## src/rtl/dtg_pkg.sv

```systemverilog
package dtg_pkg;

    typedef enum logic [1:0] {
        GS_OFF = 2'd0,
        GS_ARM = 2'd1,
        GS_RUN = 2'd2,
        GS_TMO = 2'd3
    } guard_state_t;

endpackage

```

## src/rtl/dtg_sync2.sv

```systemverilog
module dtg_sync2 #(
    parameter int   STAGES    = 2,
    parameter logic RESET_VAL = 1'b1
) (
    input  logic clk,
    input  logic rst_n,
    input  logic d_async,
    output logic q_sync
);
    logic [STAGES-1:0] chain_q;

    genvar gi;
    generate
        for (gi = 0; gi < STAGES; gi++) begin : g_stage
            if (gi == 0) begin : g_first
                always_ff @(posedge clk or negedge rst_n) begin
                    if (!rst_n) chain_q[0] <= RESET_VAL;
                    else        chain_q[0] <= d_async;
                end
            end else begin : g_rest
                always_ff @(posedge clk or negedge rst_n) begin
                    if (!rst_n) chain_q[gi] <= RESET_VAL;
                    else        chain_q[gi] <= chain_q[gi-1];
                end
            end
        end
    endgenerate

    assign q_sync = chain_q[STAGES-1];

endmodule

```

## src/rtl/dtg_tick_window.sv

```systemverilog
module dtg_tick_window #(
    parameter int LIMIT = 10
) (
    input  logic clk,
    input  logic rst_n,
    input  logic tick,
    input  logic clr,
    output logic done
);
    localparam int CW = $clog2(LIMIT + 1);
    localparam logic [CW-1:0] LIM_C = CW'(LIMIT);

    logic [CW-1:0] cnt_q;

    always_ff @(posedge clk or negedge rst_n) begin
        if (!rst_n) begin
            cnt_q <= '0;
        end else if (clr) begin
            cnt_q <= '0;
        end else if (tick && (cnt_q != LIM_C)) begin
            cnt_q <= cnt_q + 1'b1;
        end
    end

    assign done = (cnt_q == LIM_C);

    // the window can only complete on a tick
    a_r6_done_on_tick: assert property (@(posedge clk) disable iff (!rst_n)
        $rose(done) |-> $past(tick));

endmodule

```

## src/rtl/txd_dom_guard.sv

```systemverilog
module txd_dom_guard
    import dtg_pkg::*;
#(
    parameter int TMO_TICKS = 40000,
    parameter int REL_TICKS = 10,
    parameter int SYNC_STAGES = 2
) (
    input  logic clk,
    input  logic rst_n,
    input  logic txd_raw,
    input  logic norm_act,
    input  logic us_tick,
    output logic drv_dom,
    output logic tmo_flag
);
    localparam int REL_LIMIT = REL_TICKS + 1;

    guard_state_t state_q, state_d;
    logic txd_s;
    logic dom_clr, dom_done;
    logic hi_clr, hi_done;

    dtg_sync2 #(
        .STAGES   (SYNC_STAGES),
        .RESET_VAL(1'b1)
    ) u_sync (
        .clk    (clk),
        .rst_n  (rst_n),
        .d_async(txd_raw),
        .q_sync (txd_s)
    );

    // dominant timer: runs only while driving and the line is low
    assign dom_clr = txd_s || (state_q != GS_RUN);

    dtg_tick_window #(.LIMIT(TMO_TICKS)) u_dom_win (
        .clk  (clk),
        .rst_n(rst_n),
        .tick (us_tick),
        .clr  (dom_clr),
        .done (dom_done)
    );

    // release timer: continuous high time of the line
    assign hi_clr = !txd_s;

    dtg_tick_window #(.LIMIT(REL_LIMIT)) u_rel_win (
        .clk  (clk),
        .rst_n(rst_n),
        .tick (us_tick),
        .clr  (hi_clr),
        .done (hi_done)
    );

    always_ff @(posedge clk or negedge rst_n) begin
        if (!rst_n) state_q <= GS_OFF;
        else        state_q <= state_d;
    end

    always_comb begin
        state_d = state_q;
        unique case (state_q)
            GS_OFF: if (norm_act)       state_d = GS_ARM;
            GS_ARM: if (!norm_act)      state_d = GS_OFF;
                    else if (hi_done)   state_d = GS_RUN;
            GS_RUN: if (!norm_act)      state_d = GS_OFF;
                    else if (dom_done)  state_d = GS_TMO;
            GS_TMO: if (!norm_act)      state_d = GS_OFF;
                    else if (hi_done)   state_d = GS_RUN;
            default:                    state_d = GS_OFF;
        endcase
    end

    always_comb begin
        drv_dom  = 1'b0;
        tmo_flag = 1'b0;
        unique case (state_q)
            GS_OFF: ;
            GS_ARM: ;
            GS_RUN: drv_dom  = !txd_s;
            GS_TMO: tmo_flag = 1'b1;
            default: ;
        endcase
    end

    // leaving normal mode silences both outputs on the next cycle
    a_r3_off_silent: assert property (@(posedge clk) disable iff (!rst_n)
        !norm_act |=> (!drv_dom && !tmo_flag));

    // the time-out flag always blocks the driver
    a_r8_flag_blocks: assert property (@(posedge clk) disable iff (!rst_n)
        tmo_flag |-> !drv_dom);

    // a release inside normal mode follows a completed high window
    a_r7_release_high: assert property (@(posedge clk) disable iff (!rst_n)
        ($fell(tmo_flag) && $past(norm_act)) |-> $past(hi_done));

    // the first cycle after entry never drives
    a_r9_entry_blocked: assert property (@(posedge clk) disable iff (!rst_n)
        $rose(norm_act) |=> !drv_dom);

    // a time-out can only start from a completed dominant window
    a_r4_tmo_cause: assert property (@(posedge clk) disable iff (!rst_n)
        $rose(tmo_flag) |-> $past(dom_done));

endmodule

```

## config.mk

```make
export PLATFORM = sky130hd
export DESIGN_NAME = txd_dom_guard
export DESIGN_NICKNAME = d
export VERILOG_FILES = /design/src/rtl/dtg_pkg.sv /design/src/rtl/dtg_sync2.sv /design/src/rtl/dtg_tick_window.sv /design/src/rtl/txd_dom_guard.sv
export SDC_FILE = /design/constraint.sdc
export NUM_CORES = 1
export LEC_CHECK = 0
export ABC_AREA = 1
export BUFFER_PORTS_ARGS = -buffer_cell sky130_fd_sc_hd__buf_2
export CORE_MARGIN = 2
export CORE_UTILIZATION = 29
export CTS_BUF_LIST = sky130_fd_sc_hd__clkbuf_4 sky130_fd_sc_hd__clkbuf_8
export DETAILED_ROUTE_END_ITERATION = 16
export GPL_ROUTABILITY_DRIVEN = 0
export PLACE_DENSITY_LB_ADDON = 0.05
export SLEW_MARGIN = 20
export SYNTH_ARGS = -nofsm -noshare
export SYNTH_HDL_FRONTEND = slang
export SYNTH_SLANG_ARGS = --single-unit
```

## constraint.sdc

```tcl
create_clock -name clk -period 2.22 [get_ports clk]
set_clock_uncertainty 0.15 [all_clocks]
set_input_delay 0.333 -clock clk [delete_from_list [all_inputs] [get_ports clk]]
set_output_delay 0.333 -clock clk [all_outputs]
set_load 0.03 [all_outputs]
```

==> After elaboration in Yosys (flattened, before gate mapping) <==
Index checks and enable logic that the tools add are counted.
{ "totals": {"register_bits": 24, "inputBits": 5, "word_cells": 39} }
{ "classes": {"n_reduce_logical": 8, "mux": 12, "addsub": 2, "eq_ne": 12} }
{ "ops": {"columns": ["op", "n"], "rows": [
  ["$mux 16", 2],
  ["$add 16x1->16 const B", 1],
  ["$eq 16x16->1 const B", 1],
  ["$ne 16x16->1 const B", 1],
  ["$mux 2", 5],
  ["$mux 4", 2],
  ["$pmux 2 s3", 1],
  ["$add 4x1->4 const B", 1],
  ["$eq 2x2->1 const B", 2],
  ["$eq 4x4->1 const B", 1],
  ["$ne 2x2->1 const B", 2],
  ["$ne 4x4->1 const B", 1],
  ["$ne 3x2->1 const B", 1],
  ["$ne 3x3->1 const B", 1],
  ["$reduce_and 3->1", 1],
  ["$eq 2x1->1 const B", 1],
  ["$logic_and 1x1->1", 2],
  ["$logic_not 2->1", 1],
  ["$mux 1", 2],
  ["$ne 2x1->1 const B", 1],
  ["$reduce_bool 2->1", 1],
  ["$reduce_or 2->1", 1],
  ["$logic_not 1->1", 1],
  ["$logic_or 1x1->1", 1]
]} }

==> Depth between registers and ports, before layout <==
Gate-level depths: netlist (run 1).
{ "logic_depth": {"word_depth": 4, "ltp_mapped": 11} }

==> Modules after synthesis <==
From an unflattened synthesis (run 1), not the netlist that was laid out.
{ "unflattened": {"cells_unflattened": 220, "area_unflattened_um2": 1572.8} }
{ "by_module_without_submodules": {"columns": ["mod", "n_inst", "cells_per_inst", "area_per_inst_um2"], "rows": [
  ["dtg_tick_window (u_dom_win)", 1, 169, 1157.4],
  ["dtg_tick_window (u_rel_win)", 1, 26, 221.5],
  ["txd_dom_guard", 1, 23, 141.4],
  ["dtg_sync2", 1, 2, 52.6]
]} }

==> Worst setup path before layout (run 1) <==
OpenSTA, ideal clock, no wires.
{ "synth_path": {"kind": "register -> register", "from": "register u_dom_win.cnt_q[0]", "to": "register u_dom_win.cnt_q[13]", "required_time_ps": 1952, "arrival_ps": 1316, "synth_period_minus_slack_ps": 1584, "stages_incl_launch_ff": 12, "path_buffers": 1, "setup_time_ps": 118, "path_slack_ps": 636, "cell_sequence": "dfrtp_1 -> inv_1 -> ha_1 -> nand2_1 -> inv_1 -> nand2_1 -> nor2_2 -> a21oi_4 -> nor2_8 -> buf_6 -> nand2_1 -> nand2_1"} }
{ "synth_between": {"elab_chain_cells": 3} }
{ "synth_lines": {"columns": ["item", "line", "rtl"], "rows": [
  ["start, declared", "dtg_tick_window.sv:13", "logic [CW-1:0] cnt_q;"],
  ["start signal, assigned", "dtg_tick_window.sv:21", "cnt_q <= cnt_q + 1'b1;"],
  ["$add 16x1->16 / $ne 16x16->1 (equally long branches)", "dtg_tick_window.sv:21, dtg_tick_window.sv:20", null],
  ["$mux 16 / $logic_and 1x1->1 (equally long branches)", "dtg_tick_window.sv:20", "end else if (tick && (cnt_q != LIM_C)) begin"],
  ["$mux 16 / $reduce_bool 2->1 (equally long branches)", null, null]
]} }
Several ways; a longest one is shown, not always the timed one. The select of a mux whose other input is x is not followed.
A chain may end at the register's enable or synchronous reset.

==> Final worst setup path (run 1) <==
{ "layout_path": {"from": "register state_q[0]", "to": "output drv_dom"} }
{ "layout_between": {"elab_chain_cells": 2} }
{ "layout_lines": {"columns": ["item", "line", "rtl"], "rows": [
  ["start, declared", "txd_dom_guard.sv:18", "guard_state_t state_q, state_d;"],
  ["start signal, assigned", "txd_dom_guard.sv:57", "else state_q <= state_d;"],
  ["$eq 2x2->1", "txd_dom_guard.sv:77", "unique case (state_q)"],
  ["$mux 1", "txd_dom_guard.sv:77", null],
  ["end, declared", "txd_dom_guard.sv:13", "output logic drv_dom,"]
]} }
Every way passes these cells.

==> results.cfg, run 1 <==
[status]
status = finished, final reports clean

[synthesis]
yosysMostFrequentCell = nand2_1
ys_top_cells_by_count = nand2_1 (73), nor2_1 (35), dfrtp_1 (22), inv_1 (18), nand3_1 (18)
async_flop_share_pct = 100
syn-instance-count = 209
ys_ff_latch = 24
ys_warn_count = 0
yosysSeqAreaShare_pct = 40.9
synthesis.nets = 217
synth_area_leaders = dfrtp_1 (37%), nand2_1 (19%), nor2_1 (8.9%)
yosys.area.top_type_share_pct = 37.3
yosysTopAreaCell = dfrtp_1
ys.flop_type = dfrtp_1
synth_edf_count = 0
synth.distinct_cells = 23
postSynthAreaPerCell_um2 = 7.06
syn_area_um2 = 1480

[run]
maxCapViolCount = 0

[detailed_routing]
dr_total_vias = 1295
ant_nets = 0
finalWirelength_mm = 3.32
firstDrtPassIters = 4
drc_errors = 0
viasPerCell = 4.54
drt_iter0_drc = 69
routedWlPerCell_um = 11.7

[sta]
period_needed_ns = 1.85
worst_pin_slew_ns = 0.567
fin_crit_sh_pct = 83.2
finalHoldViolCount = 0
setup_violations = 0
drv_slew = 0
max_slew_margin_pct = 62.2
hold_ws_ns = 0.146
fmax_mhz = 541
setup_tns_ns = 0
rsz0062_at_grt = false

[global_routing]
antenna_found_initial = 0
overflow = 0
grt_usage_pct = 13.4
grt_pass1_vias = 1187
grt_max_degree = 25
grt_pass1_wl_mm = 5.78

[cts]
path_clk_slew_ns = 0.09
worstSkewPairLatency_ns = 0.27
cts_tree = done
clk_path_buf_depth = 2
cts_setup_buffers = 0
ctsHoldBuffers = 1
clock_sinks = 24
cts_resized = 0
root_buffer = clkbuf_8
cts-htree-levels = 1
cts_inserted_buffers = 3

[floorplan]
dieArea_um2 = 5670
rows = 25
die_x_um = 75.3
die_h_um = 75.3
io_pins = 7
start_util_pct = 30.6
coreArea_um2 = 4820

[critical_path]
crit_chain = nor2_1 -> nand2_2 -> inv_1 -> buf_2
slowest_delay_ns = 0.41
arrival_ns = 1.36
crit_path_start_kind = register
required_ns = 1.74
criticalPathCategory = reg -> out
end_kind = primary output
cp_max_fo = 5
cpMaxStageDelayCell = dfrtp_1

[power]
swShare_pct = 22.1
seq_power_share_pct = 58.6
combPwrFrac_pct = 4.7
p_leak_nw = 0.809
vdd_drop_max_mv = 0.211
powerDensity_nw_per_um2 = 468
clockPowerShare_pct = 36.7
p_sw_mw = 0.169
power.internal_mw = 0.597

[placed_design]
io_buffers = 6
post-dp-hpwl_mm = 2.43

[finish]
area_growth_pct = 10.9
n_antenna_cell = 0
final_net_count = 227
drive_gt1_share_pct = 8.72

[hold_path]
hp-class = in -> reg
## cell type report
cell class / count / area (µm²)
well taps: 67 / 83.8
flip-flops and latches: 24 / 603
inverters: 21 / 78.8
repair buffers: 9 / 57.6
fillers: 544 / 3180
multi-input cells: 160 / 764
clock buffers: 4 / 48.8
## power groups by stage
| stage | logic (mW) | clock network (mW) | registers [mW] |
|---|---|---|---|
| 6_report | 0.0359 | 0.281 | 0.449 |
| 3_3_place_gp | 0.0340 | 0 | 0.458 |
| 2_1_floorplan | 0.0184 | 0 | 0.457 |
| 5_1_grt | 0.0434 | 0.314 | 0.450 |
| 3_5_place_dp | 0.0346 | 0 | 0.458 |
| 4_1_cts | 0.0361 | 0.295 | 0.449 |
## worst max-delay path: cells and delay by family (launching register included)
kind	cells	cell delay, ns
buffers and inverters	2	0.31
AND/OR/NAND/NOR	2	0.39
flip-flops	1	0.41
## logic make-up (layout without fill, tap and decap cells)
| logic type | count (synthesis) | after routing | synth area share (%) |
|---|---|---|---|
| adder cells (fa/ha/maj) | 3 | 3 | 2.54 |
| buffers and inverters | 25 | 34 | 7.29 |
| flip-flops | 24 | 24 | 40.9 |
| AND/OR/NAND/NOR | 142 | 142 | 41.2 |
| XOR/XNOR | 6 | 6 | 3.56 |
| AO/OA/AOI/OAI | 9 | 9 | 4.50 |
## worst paths after layout
kind                       depth (start not counted)               start  slack [ns]                  to
max                                                4          state_q[0]        0.37             drv_dom
min                                                3            norm_act        0.15          state_q[0]
max reg2reg                                       10  u_dom_win.cnt_q[0]        0.39  u_dom_win.cnt_q[9]
min reg2reg                                        0   u_sync.chain_q[0]        0.21       u_sync.q_sync
max in group asynchronous                          2               rst_n        1.10       u_sync.q_sync
min in group asynchronous                          2               rst_n        0.44  u_dom_win.cnt_q[9]
## layer usage
| metal | global-route usage [%] | part of all wire, % | vias to the layer above |
|---|---|---|---|
| met1 | 20.0 | 51 | 590 |
| met2 | 20.2 | 45 | 26 |
| li1 | - | - | 677 |
| met5 | 0 | 0 | - |
| met4 | 2.34 | 0.69 | 0 |
| met3 | 2.78 | 3.7 | 2 |
## stage by stage
| stage | power [mW] | cell area (µm²) | util [%] | instances | setup slack, ns |
|---|---|---|---|---|---|
| 2_1_floorplan | 0.475 | 1480 | - | 209 | 0.636 |
| 4_1_cts | 0.781 | 1630 | 33.8 | 284 | 0.351 |
| 5_1_grt | 0.808 | 1640 | 34.0 | 285 | 0.235 |
| 6_report | 0.766 | 1640 | 34.0 | 285 | 0.372 |
| 3_3_place_gp | 0.492 | 1570 | 32.5 | 279 | 0.413 |
| 3_5_place_dp | 0.492 | 1570 | 32.5 | 279 | 0.382 |
## layout by cell type (no fill, tap or decap)
cell	n
nand4_1	12
clkbuf_8	3
dfstp_2	2
nor2_2	1
clkinv_1	1
inv_2	2
nor3_1	1
nor2_1	35
nand3_1	18
nand2_1	73
buf_4	1
clkbuf_4	1
dlygate4sd3_1	2
a21oi_1	2
a21boi_0	1
dfrtp_1	22
o21bai_1	3
xor2_1	6
ha_1	3
o21ai_0	2
buf_2	6
inv_1	18
nand2_2	1
a21oi_4	1
nor2_8	1
## flip-flops by register name, summed over array words and instances, names as in the netlist
name and flops:
state_q 2, u_dom_win.cnt_q 16, u_sync.q_sync 1, u_rel_win.cnt_q 4, u_sync.chain_q 1
Note: power is estimated with default switching activity, not from simulation.
==> run 2, diff against run 1 <==
==> constraint.sdc (replaced) <==
create_clock -name clk -period 1.9 [get_ports clk]
set_clock_uncertainty 0.15 [all_clocks]
set_input_delay 0.285 -clock clk [delete_from_list [all_inputs] [get_ports clk]]
set_output_delay 0.285 -clock clk [all_outputs]
set_load 0.03 [all_outputs]
==> run 2 against run 1 <==
  * Largest cell class unchanged
  * Sequential power grew 17%
  * Critical path depth is the same
  * Wire length grew 0.66%
  * Register-to-register slack lost 0.22 ns
  * First-iteration DRC count shrank 39%
  * Clock-buffer cell count shrank 1
  * Cell area grew 2.0%
==> results.cfg, run 2 (same netlist as run 1, synthesis figures left out) <==
[critical_path]
criticalPathCategory = reg -> out
arrival_ns = 1.34
cp_max_fo = 5
crit_path_start_kind = register
crit_chain = inv_1 -> nand2_2 -> inv_1 -> buf_2
required_ns = 1.46
slowest_delay_ns = 0.57
cp_common_cell = inv_1
crit_family = flip-flops
crit_buf_inv = 3
cpMaxStageDelayCell = dfstp_2
end_kind = primary output

[global_routing]
overflow = 0
grt_pass1_wl_mm = 5.96
grt_usage_pct = 13.8
grt_pass1_vias = 1247
grt_max_degree = 25
antenna_found_initial = 0

[floorplan]
start_util_pct = 30.6
io_pins = 7
die_h_um = 75.3
dieArea_um2 = 5670
rows = 25
die_x_um = 75.3
coreArea_um2 = 4820

[sta]
setup_violations = 0
max_slew_margin_pct = 63.5
period_needed_ns = 1.78
drv_slew = 0
rsz0062_at_grt = false
fin_ws_ns = 0.120
fin_crit_sh_pct = 93.7
finalHoldViolCount = 0
worst_pin_slew_ns = 0.548
fmax_mhz = 562
hold_ws_ns = 0.0813
setup_tns_ns = 0

[cts]
path_clk_slew_ns = 0.09
cts_tree = done
cts_inserted_buffers = 3
root_buffer = clkbuf_8
cts-htree-levels = 1
clk_path_buf_depth = 2
worstSkewPairLatency_ns = 0.27
clock_sinks = 24
cts_setup_buffers = 0

[finish]
area_growth_pct = 13.1
drive_gt1_share_pct = 9.59
final_net_count = 228
largest_reg_flops = 16
top_regs = u_dom_win.cnt_q: 16 flops, u_rel_win.cnt_q: 4 flops, state_q: 2 flops
layoutNonFillerInstCount = 286
largest_register = u_dom_win.cnt_q
final_cell_mix = nand2_1 (73), nor2_1 (34), dfrtp_1 (22), inv_1 (18), nand3_1 (18)
n_antenna_cell = 0
final_common_cell = nand2_1

[detailed_routing]
firstDrtPassIters = 4
drt_iter0_drc = 42
viasPerCell = 4.54
ant_nets = 0
dr_total_vias = 1298
drc_errors = 0
finalWirelength_mm = 3.34
routedWlPerCell_um = 11.7

[power]
p_leak_nw = 0.823
vdd_drop_max_mv = 0.247
powerDensity_nw_per_um2 = 619
power_mw = 1.03

[placed_design]
io_buffers = 6
pre_cts_slack_ns = 0.185
post-dp-hpwl_mm = 2.47
dp.cells = 280

[status]
status = finished, final reports clean

[run]
maxCapViolCount = 0

[hold_path]
hp-class = in -> reg
[run 2: cell count changes in the layout (fill, tap and decap cells not counted)]
| cell | previous run | this run |
|---|---|---|
| buf_4 | 1 | 2 |
| bufinv_16 | 0 | 1 |
| clkbuf_4 | 1 | 0 |
| nor2_1 | 35 | 34 |
| nor2_2 | 1 | 2 |
[run 2: path summary, 6_finish.rpt]
kind / slack (ns) / cells after the start / startpoint / to
max: 0.12 / 4 / u_sync.q_sync / drv_dom
max in group asynchronous: 0.85 / 2 / rst_n / u_sync.q_sync
min in group asynchronous: 0.37 / 2 / rst_n / u_dom_win.cnt_q[9]
max reg2reg: 0.17 / 10 / u_dom_win.cnt_q[0] / u_dom_win.cnt_q[11]
min reg2reg: 0.21 / 0 / u_sync.chain_q[0] / u_sync.q_sync
min: 0.08 / 3 / norm_act / state_q[0]
[run 2: layout make-up]
type / instances / area (µm²)
Timing Repair Buffer: 10 / 65.1
Inverter: 21 / 78.8
Multi-Input combinational cell: 160 / 767
Clock inverter: 1 / 30.0
Tap cell: 67 / 83.8
Sequential cell: 24 / 603
Fill cell: 532 / 3150
Clock buffer: 3 / 41.3
[run 2: per-stage QoR]
step,area [µm²],util [%]
floorplan,1480,-
global placement,1580,32.7
detailed placement,1580,32.7
CTS,1670,34.6
global route,1670,34.6
finish,1670,34.6
[run 2: report_power, final]
| part | switching (mW) | internal, mW | total [mW] |
|---|---|---|---|
| registers | 0.00594 | 0.519 | 0.525 |
| logic | 0.0283 | 0.0150 | 0.0433 |
| clock network | 0.182 | 0.282 | 0.464 |
| total | 0.216 | 0.816 | 1.03 |
[run 2: tightest hold or removal path: cells and delay by family]
family / cells / cell delay (ns)
AOI/OAI and AO/OA: 1 / 0.03
and+or+nand+nor: 1 / 0.05
buffers and inverters: 1 / 0.10
[run 2: metal layers]
metal | track usage, % | share of wire [%] | up-vias
met3 | 2.65 | 3.4 | 4
li1 | - | - | 682
met2 | 19.2 | 43 | 18
met1 | 21.2 | 53 | 594
met4 | 4.68 | 1.2 | 0
met5 | 0 | 0 | -
[run 2: what timing repair did]
item | in CTS | in global routing
endpoints found under the setup margin | 0 | 1
resized for setup | 0 | 1
endpoints found under the hold margin | 23 | 0
hold buffers | 2 | 0
==> run 3, diff against run 2 <==
--- a/config.mk
+++ b/config.mk
@@ -16,4 +16,5 @@
 export SLEW_MARGIN = 20
 export SYNTH_ARGS = -nofsm -noshare
 export SYNTH_HDL_FRONTEND = slang
+export SYNTH_HIERARCHICAL = 1
 export SYNTH_SLANG_ARGS = --single-unit
==> run 3 against run 2 <==
  * Global-route usage fell by 0.26 points
  * Cell area up 11%
  * Via count rose by 10%
  * Area after synthesis up 6.6%
  * Register-to-register slack got worse by 0.04 ns
  * Critical path depth up 8
  * Combinational power rose to 6.2 times the previous value
  * First-iteration DRC count increased by 17%
  * Largest cell class unchanged
  * Largest power group unchanged
  * Highest routed layer unchanged
==> results.cfg, run 3 <==
[power]
clockPowerShare_pct = 35.4
swShare_pct = 29.5
combPwrFrac_pct = 20.6
p_leak_nw = 0.977
seq_power_share_pct = 43.9
power.internal_mw = 0.911
vdd_drop_max_mv = 0.323
powerDensity_nw_per_um2 = 694
p_sw_mw = 0.380

[finish]
layoutNonFillerInstCount = 308
n_antenna_cell = 0
final_cell_mix = nand2_1 (73), inv_1 (27), nor2_1 (22), dfrtp_1 (21), nand4_1 (20)
top_regs = u_dom_win/cnt_q: 16 flops, u_rel_win/cnt_q: 4 flops, state_q: 2 flops
largest_reg_flops = 16
design_area_um2 = 1860
final_net_count = 247
final_common_cell = nand2_1
area_growth_pct = 18.3
drive_gt1_share_pct = 16.0
largest_register = u_dom_win/cnt_q

[status]
status = finished, final reports clean

[floorplan]
rows = 26
die_x_um = 77.6
io_pins = 7
die_h_um = 77.6
start_util_pct = 30.4
dieArea_um2 = 6030
coreArea_um2 = 5170

[global_routing]
grt_usage_pct = 13.5
overflow = 0
antenna_found_initial = 0
grt_pass1_vias = 1438
grt_max_degree = 25
grt_pass1_wl_mm = 6.59

[critical_path]
end_kind = register
crit_path_start_kind = register
crit_buf_inv = 3
crit_chain = inv_2 -> ha_4 -> nand2_1 -> nor2_1 -> nand2_1 -> nor2_2 -> nor2_4 -> buf_12 -> nor2_4 -> buf_12 -> nand2_1 -> nand2_1
worstSetupStartpoint = u_dom_win/cnt_q[0]
slowest_delay_ns = 0.41
r2r-end = u_dom_win/cnt_q[11]
cpMaxStageDelayCell = dfrtp_1
r2r_start = u_dom_win/cnt_q[0]
reg2reg_setup_slack_ns = 0.13
criticalPathCategory = reg -> reg
endpoint = u_dom_win/cnt_q[11]
crit_family = simple AND/OR/NAND/NOR gates
path_depth = 12
arrival_ns = 1.83
cp_common_cell = nand2_1
worst-r2r-cell-count = 12
required_ns = 1.96
cp_max_fo = 10

[synthesis]
syn-instance-count = 220
yosysMostFrequentCell = nand2_1
synth_edf_count = 0
ys_top_cells_by_count = nand2_1 (74), inv_1 (28), dfrtp_1 (22), nor2_1 (22), nand4_1 (20)
yosysSeqAreaShare_pct = 38.3
postSynthAreaPerCell_um2 = 7.15
ys_warn_count = 6
async_flop_share_pct = 100
yosys.area.top_type_share_pct = 35.0
ys_ff_latch = 24
syn_area_um2 = 1570
ys.flop_type = dfrtp_1
synth.distinct_cells = 24
yosysTopAreaCell = dfrtp_1
synthesis.nets = 228
synth_area_leaders = dfrtp_1 (35%), nand2_1 (18%), nand4_1 (8.0%)

[placed_design]
dp.cells = 295
post-dp-hpwl_mm = 2.67
pre_cts_slack_ns = 0.0576
io_buffers = 6
dpl_cell_area_um2 = 1670

[sta]
max_slew_margin_pct = 62.8
drv_slew = 0
fin_ws_ns = 0.131
setup_violations = 0
fmax_mhz = 565
worst_pin_slew_ns = 0.558
finalHoldViolCount = 0
fin_crit_sh_pct = 93.1
period_needed_ns = 1.77

[detailed_routing]
routedWlPerCell_um = 12.5
drc_errors = 0
dr_total_vias = 1429
finalWirelength_mm = 3.84
firstDrtPassIters = 6
drt_iter0_drc = 49
viasPerCell = 4.64
ant_nets = 0

[cts]
cts-htree-levels = 1
path_clk_slew_ns = 0.09
worstSkewPairLatency_ns = 0.27
cts_tree = done
cts_inserted_buffers = 3
clk_path_buf_depth = 2
clock_sinks = 24
root_buffer = clkbuf_8

[hold_path]
hp-class = in -> reg

[run]
maxCapViolCount = 0
==> run 3: changes by cell type in the layout (fill, tap and decap cells not counted), sizes merged <==
cell,before,now
a21oi,3,0
nor2,37,27
a31oi,0,1
a21boi,1,0
inv,20,30
nand3b,0,3
nand2,74,79
buf,8,15
o21bai,3,2
nand4,12,20
o211ai,0,1
clkinv,1,0
nand3,18,19
xor2,6,5
==> run 3: how the worst min path moves through the flow <==
stage | startpoint | endpoint | slack [ns] | cells past startpoint
2_1_floorplan | rst_n | state_q[0] | -0.16 | 0
3_3_place_gp | rst_n | u_dom_win/cnt_q[8] | 0.17 | 1
3_5_place_dp | rst_n | u_dom_win/cnt_q[8] | 0.17 | 1
4_1_cts | norm_act | state_q[1] | 0.13 | 3
5_1_grt | norm_act | state_q[1] | 0.14 | 3
6_report | norm_act | state_q[1] | 0.14 | 3
==> run 3: cell families (layout without fill, tap and decap cells) <==
family	Yosys count	after routing	share of synthesized area, %
adder cells (fa/ha/maj)	3	3	2.39
buffers and inverters	34	51	9.78
AND/OR/NAND/NOR	148	149	44.2
AO/OA/AOI/OAI	6	6	2.47
XOR/XNOR	5	5	2.78
flip-flops	24	24	38.3
==> run 3: power by group through the flow <==
stage / Combinational (mW) / Sequential, mW / Clock [mW]
2_1_floorplan: 0.170 / 0.571 / 0
3_3_place_gp: 0.220 / 0.575 / 0
3_5_place_dp: 0.227 / 0.577 / 0
4_1_cts: 0.231 / 0.568 / 0.483
5_1_grt: 0.300 / 0.572 / 0.499
6_report: 0.267 / 0.567 / 0.457
==> run 3: area by class of cell <==
type	count	area (µm²)
Fill cell	564	3310
Multi-Input combinational cell	163	842
Sequential cell	24	604
Timing Repair Buffer	17	143
Inverter	30	113
Tap cell	70	87.6
Clock buffer	3	41.3
Clock inverter	1	30.0
==> run 3: per-stage QoR <==
step / utilization (%) / power (mW) / hold slack, ns / TNS, ns
after CTS: 34.1 / 1.28 / 0.127 / 0
after global routing: 36.0 / 1.37 / 0.137 / -0.00620
after global placement: 32.3 / 0.795 / 0.167 / 0
after floorplan: - / 0.741 / -0.161 / 0
after detailed placement: 32.3 / 0.805 / 0.172 / 0
final: 36.0 / 1.29 / 0.139 / 0
==> run 3: repair_timing <==
item | in CTS | in global routing
endpoints found under the setup margin | 0 | 16
endpoints found under the hold margin | 23 | 0
setup buffers | 0 | 6
resized for setup | 0 | 5
hold buffers | 2 | 0
==> run 3: routing by layer <==
layer	share of wire (%)	wire (µm)	track usage, %
met1	52	2000	18.8
met2	45	1710	21.2
met5	0	0	0
met3	2.5	96	2.44
met4	0.63	24	4.46
==> run 3: worst reg2reg max path: stages, from the launching register on <==
cell	delay, ns
dfrtp_1	0.41
inv_2	0.10
ha_4	0.13
nand2_1	0.04
nor2_1	0.09
nand2_1	0.07
nor2_2	0.15
nor2_4	0.07
buf_12	0.15
nor2_4	0.10
buf_12	0.14
nand2_1	0.05
nand2_1	0.06
